**config.mk**
```make
export PLATFORM = sky130hd
export DESIGN_NAME = fixed_port
export DESIGN_NICKNAME = d
export VERILOG_FILES = /design/src/rtl/port_pkg.sv /design/src/rtl/opendrain_latch.sv /design/src/rtl/serial_takeover.sv /design/src/rtl/pin_readback.sv /design/src/rtl/fixed_port.sv
export SDC_FILE = /design/constraint.sdc
export NUM_CORES = 1
export LEC_CHECK = 0
export ABC_CLOCK_PERIOD_IN_PS = 800
export BUFFER_PORTS_ARGS = -buffer_cell sky130_fd_sc_hd__buf_2
export CAP_MARGIN = 20
export CELL_PAD_IN_SITES_DETAIL_PLACEMENT = 1
export CELL_PAD_IN_SITES_GLOBAL_PLACEMENT = 1
export CORE_ASPECT_RATIO = 0.75
export CORE_MARGIN = 4
export CORE_UTILIZATION = 20
export CTS_CLUSTER_SIZE = 28
export DETAILED_ROUTE_END_ITERATION = 8
export PLACE_DENSITY = 0.72
export SETUP_SLACK_MARGIN = 0.5
export SLEW_MARGIN = 25
export SYNTH_ARGS = -nofsm -noshare
export SYNTH_HDL_FRONTEND = slang
export SYNTH_SLANG_ARGS = --single-unit
```
**constraint.sdc**
```tcl
create_clock -name clk -period 0.8 [get_ports clk]
set_input_delay 0.12 -clock clk [delete_from_list [all_inputs] [get_ports clk]]
set_output_delay 0.12 -clock clk [all_outputs]
set_load 0.01 [all_outputs]
```
**src/rtl/port_pkg.sv**
```systemverilog
package port_pkg;
  localparam int PORT_W  = 6;
  localparam int BUS_W   = 8;
  localparam int OD_LO   = 2;
  localparam int OD_N    = 2;
  localparam int SP_LO   = 4;
  localparam int SP_N    = 2;
  localparam int TMR_BIT = 1;

  // Drive enable of an open-drain bit: enabled only when the latch holds zero.
  function automatic logic od_enable(input logic latch_bit);
    return ~latch_bit;
  endfunction

  // Put the pin levels on the low bits of the read bus and zero the rest.
  function automatic logic [BUS_W-1:0] pack_read(input logic [PORT_W-1:0] pins);
    logic [BUS_W-1:0] v;
    v = '0;
    v[PORT_W-1:0] = pins;
    return v;
  endfunction
endpackage

```
**src/rtl/opendrain_latch.sv**
```systemverilog
module opendrain_latch #(
  parameter int N = 2
) (
  input  logic         clk,
  input  logic         rst_n,
  input  logic         wr_fire,
  input  logic [N-1:0] wr_bits,
  output logic [N-1:0] od_oe,
  output logic [N-1:0] od_out
);
  import port_pkg::*;

  logic [N-1:0] latch_q;

  for (genvar i = 0; i < N; i++) begin : g_bit
    always_ff @(posedge clk or negedge rst_n) begin
      if (!rst_n)       latch_q[i] <= 1'b1;
      else if (wr_fire) latch_q[i] <= wr_bits[i];
    end
    assign od_oe[i]  = od_enable(latch_q[i]);
    assign od_out[i] = 1'b0;
  end

  // an enabled open-drain bit only ever drives low
  p_od_low_only_r2: assert property (@(posedge clk) disable iff (!rst_n)
    (od_out & od_oe) == '0);

  // with no write the drive enables do not change
  p_od_hold_r3: assert property (@(posedge clk) disable iff (!rst_n)
    !wr_fire |=> $stable(od_oe));
endmodule

```
**src/rtl/serial_takeover.sv**
```systemverilog
module serial_takeover #(
  parameter int N = 2
) (
  input  logic         sp_en,
  input  logic [N-1:0] sp_out,
  input  logic [N-1:0] sp_oe,
  output logic [N-1:0] pin_out,
  output logic [N-1:0] pin_oe
);
  always_comb begin
    pin_out = '0;
    pin_oe  = '0;
    if (sp_en) begin
      pin_out = sp_out;
      pin_oe  = sp_oe;
    end
  end
endmodule

```
**src/rtl/pin_readback.sv**
```systemverilog
module pin_readback #(
  parameter int PW = 6,
  parameter int BW = 8
) (
  input  logic          clk,
  input  logic          rst_n,
  input  logic          rd_fire,
  input  logic [PW-1:0] pins,
  output logic [BW-1:0] rd_data
);
  import port_pkg::*;

  always_ff @(posedge clk or negedge rst_n) begin
    if (!rst_n)       rd_data <= '0;
    else if (rd_fire) rd_data <= pack_read(pins);
  end

  // the captured value is the pin level seen at the strobe edge
  p_read_pins_r4: assert property (@(posedge clk) disable iff (!rst_n)
    rd_fire |=> rd_data[PW-1:0] == $past(pins));

  // with no strobe the read value holds
  p_read_hold_r4: assert property (@(posedge clk) disable iff (!rst_n)
    !rd_fire |=> $stable(rd_data));

  // bus bits above the port width read zero
  p_upper_zero_r5: assert property (@(posedge clk) disable iff (!rst_n)
    rd_data[BW-1:PW] == '0);
endmodule

```
**src/rtl/fixed_port.sv**
```systemverilog
module fixed_port
  import port_pkg::*;
(
  input  logic              clk,
  input  logic              rst_n,
  input  logic              wr_en,
  input  logic [BUS_W-1:0]  wr_data,
  input  logic              rd_en,
  output logic [BUS_W-1:0]  rd_data,
  input  logic [PORT_W-1:0] pad_in,
  output logic [PORT_W-1:0] pad_out,
  output logic [PORT_W-1:0] pad_oe,
  input  logic              sp_en,
  input  logic [SP_N-1:0]   sp_out,
  input  logic [SP_N-1:0]   sp_oe,
  output logic [SP_N-1:0]   sp_in,
  output logic              tmr_clk
);
  // Named strobes, used by the assertions
  logic wr_fire;
  logic rd_fire;
  assign wr_fire = wr_en;
  assign rd_fire = rd_en;

  logic [OD_N-1:0] od_oe_w, od_out_w;
  logic [SP_N-1:0] sp_pin_out_w, sp_pin_oe_w;

  opendrain_latch #(.N(OD_N)) u_od (
    .clk     (clk),
    .rst_n   (rst_n),
    .wr_fire (wr_fire),
    .wr_bits (wr_data[OD_LO +: OD_N]),
    .od_oe   (od_oe_w),
    .od_out  (od_out_w)
  );

  serial_takeover #(.N(SP_N)) u_sp (
    .sp_en   (sp_en),
    .sp_out  (sp_out),
    .sp_oe   (sp_oe),
    .pin_out (sp_pin_out_w),
    .pin_oe  (sp_pin_oe_w)
  );

  pin_readback #(.PW(PORT_W), .BW(BUS_W)) u_rb (
    .clk     (clk),
    .rst_n   (rst_n),
    .rd_fire (rd_fire),
    .pins    (pad_in),
    .rd_data (rd_data)
  );

  // Put together the per-pin outputs; the input-only bits never drive
  always_comb begin
    pad_out = '0;
    pad_oe  = '0;
    pad_out[OD_LO +: OD_N] = od_out_w;
    pad_oe [OD_LO +: OD_N] = od_oe_w;
    pad_out[SP_LO +: SP_N] = sp_pin_out_w;
    pad_oe [SP_LO +: SP_N] = sp_pin_oe_w;
  end

  assign sp_in   = pad_in[SP_LO +: SP_N];
  assign tmr_clk = pad_in[TMR_BIT];

  // a write sets the drive enables to the inverse of the written bits
  p_write_od_r2: assert property (@(posedge clk) disable iff (!rst_n)
    wr_fire |=> pad_oe[OD_LO +: OD_N] == ~$past(wr_data[OD_LO +: OD_N]));

  // write data must be defined whenever the strobe is high
  p_wr_known_r3: assert property (@(posedge clk) disable iff (!rst_n)
    wr_fire |-> !$isunknown(wr_data));

  // the input-only bits never drive
  p_inputs_quiet_r3: assert property (@(posedge clk) disable iff (!rst_n)
    pad_oe[1:0] == 2'b00);

  // the serial peripheral owns bits 5:4 while it is enabled
  p_sp_own_r7: assert property (@(posedge clk) disable iff (!rst_n)
    sp_en |-> pad_oe[SP_LO +: SP_N] == sp_oe && pad_out[SP_LO +: SP_N] == sp_out);

  // bits 5:4 are released while the serial peripheral is off
  p_sp_off_r8: assert property (@(posedge clk) disable iff (!rst_n)
    !sp_en |-> pad_oe[SP_LO +: SP_N] == '0);
endmodule

```
==> qor.yml <==
power_and_ir_drop:
  peakVddDrop_v: 0.000560
  power_density_mw_per_mm2: 1490
  p_leak_nw: 0.425
drt:
  drc: 0
  detailed_router_s_first_iteration_violation_count: 4
  drt.antenna.violating_nets: 0
  wire_per_inst_um: 12.1
  first_pass_iters: 3
  detail_route.wirelength_um: 1170
  num_vias: 341
  avgViaCountPerCell: 3.55
grt:
  gr-total-overflow: 0
  globalRouteTotalUtil_pct: 7.68
  grt_start_max_net_pins: 9
  antenna_found_initial: 0
  grt_pass1_vias: 351
  grt_first_pass_wirelength_um: 1690
sta:
  drv_slew: 0
  final.setup.worst_slack_ns: -0.243
  setup_repair_after_global_routing_missed_its_margin: "yes"
  period_share_pct: 130
  holdWs_ns: -0.300
  setup_viol_count_final: 12
  fmaxAchievable_ghz: 0.959
  hold_violations: 8
  layout_min_cycle_time_ns: 1.04
  worst_clock_skew_ns: 0
finish:
  mostFrequentLayoutCell: "sky130_fd_sc_hd__buf_6"
  synthToLayoutAreaGrowth_pct: 77.5
  layoutNonFillerInstCount: 96
  insertedDiodeCount: 0
  num-nets-final: 96
  finish.utilization_pct: 38.3
  fillers: 229
  drive_above_1_share_pct: 79.2
  most-common-layout-cells: "19 x sky130_fd_sc_hd__buf_6, 13 x sky130_fd_sc_hd__buf_2, 8 x sky130_fd_sc_hd__mux2_4, 8 x sky130_fd_sc_hd__conb_1, 6 x sky130_fd_sc_hd__dfrtp_1"
logic_synthesis:
  yosysSeqAreaShare_pct: 45.5
  synth.yosys.warnings: 0
  avgSynthCellArea_um2: 12.7
  yosys.cell_types.count: 9
  netlist_area_um2: 445
  postSynthCellCount: 35
  yosys_register_bits: 8
clock_network:
  tritoncts_num_sinks: 8
  h-tree-depth: 1
  cts_inserted_buffers: 3
  clk-insertion-delay-late_ns: 0.24
  clock_tree_from_tritoncts: "done"
  cts_root_buffer: "sky130_fd_sc_hd__clkbuf_4"
  cts.clk_slew.worst_paths_ns: 0.06
  clock_path_buffers: 2
setup_path:
  cp_cell_sequence: "inv_2, buf_6"
  crit_type: "flip-flop to primary output"
  worst-endpoint-required_ns: 0.68
  cpMaxStageDelayCell: "sky130_fd_sc_hd__dfstp_2"
  critical_path.max_stage_delay_ns: 0.54
  setup_crit_end_kind: "primary output"
  cp_max_fo: 2
  worst-path-buf-inv: 2
  worst_path_dominant_cell_family: "flip-flops"
  critPathLaunchType: "flip-flop"
  worst_ep_arrival_time_ns: 0.92
run_status:
  failed_checks: "negative hold slack, negative setup slack"
  run_status: "finished, violations left"
floorplanning:
  die_height_um: 48.9
  overall_die_area_mm2: 0.00305
  initial_core_util_pct: 21.5
  die-width_um: 62.5
  design.core.area_mm2: 0.00207
  ioPinCount: 46
  row_count: 14
placed_design:
  place_congestion: 0.553
  placedCellCount: 85
  io_buffers: 31
  dp.final_hpwl_um: 922
  pre_cts_slack_ns: 0.0117
min_path:
  holdCritPathClass: "primary input to async pin"
job:
  drv.max_cap_violation_count: 0
==> metal layers <==
layer | wire [um] | global-route usage, % | part of all wire, %
met1 | 404 | 6.83 | 35
met2 | 653 | 13.1 | 56
met3 | 86 | 5.07 | 7.4
met4 | 20 | 4.40 | 1.7
met5 | 0 | 0 | 0
==> stage by stage <==
step	power, W	instance area [um^2]	TNS (ns)	hold WS [ns]
3_5_place_dp	0.000744	581	0	-0.0264
4_1_cts	0.00117	744	-1.38	-0.304
2_1_floorplan	0.000671	500	0	-0.176
6_report	0.00118	791	-1.30	-0.300
3_3_place_gp	0.000736	581	0	-0.0248
5_1_grt	0.00127	791	-1.77	-0.312
==> cells by family after synthesis <==
| group | synth area share, % |
|---|---|
| DFF | 45.5 |
| buffers and inverters | 22.8 |
| muxes | 25.3 |
| and+or+nand+nor | 5.62 |
| other | 0.842 |
==> flip-flops by register name (all words and copies together), names as in the netlist <==
register      cells
u_od.latch_q      2
u_rb.rd_data      6
==> layout make-up <==
cell class                 count  area, um^2  share of cell area, %
sequential                     8         203                   25.6
tap                           24        30.0                   3.80
multi-input combinational     20         185                   23.4
timing repair buffer          38         339                   42.9
clock buffer                   4        26.3                   3.32
inverter                       2        7.51                  0.949
==> worst register-to-register path, stage by stage (launching register included) <==
cell and delay (ns):
sky130_fd_sc_hd__dfrtp_1 0.40, sky130_fd_sc_hd__buf_6 0.12, sky130_fd_sc_hd__mux2_4 0.25
==> repair_timing <==
| action | 4_1_cts | 5_1_grt |
|---|---|---|
| gates resized for setup | 18 | 5 |
| buffers inserted | 4 | 3 |
| pin swaps | 2 | 1 |
| setup endpoints to repair | 23 | 23 |
| endpoints found under the hold margin | 8 | 8 |
==> power by group <==
group          switching, W  internal (W)
registers         0.0000269      0.000454
logic              0.000132      0.000248
clock network      0.000131      0.000190
==> path summary, 6_finish.rpt <==
kind                       cells after the start               to       startpoint  slack [ns]
min reg2reg                                    1  u_rb.rd_data[5]  u_rb.rd_data[5]        0.51
max                                            2        pad_oe[3]  u_od.latch_q[1]       -0.24
max in group asynchronous                      1  u_od.latch_q[0]            rst_n        0.86
max reg2reg                                    2  u_rb.rd_data[1]  u_rb.rd_data[1]       -0.08
min in group clk                               2  u_rb.rd_data[2]        pad_in[2]        0.10
min                                            1  u_rb.rd_data[4]            rst_n       -0.30
==> Yosys cell counts <==
cell / count / area share [%]
sky130_fd_sc_hd__conb_1: 1 / 0.84
sky130_fd_sc_hd__dfrtp_1: 6 / 34
sky130_fd_sc_hd__mux2_4: 6 / 20
sky130_fd_sc_hd__buf_4: 11 / 19
sky130_fd_sc_hd__inv_1: 2 / 1.7
sky130_fd_sc_hd__and2_1: 4 / 5.6
sky130_fd_sc_hd__dfstp_2: 2 / 12
sky130_fd_sc_hd__buf_6: 1 / 2.5
sky130_fd_sc_hd__mux2_2: 2 / 5.1
Note: power is estimated with default switching activity, not from simulation.
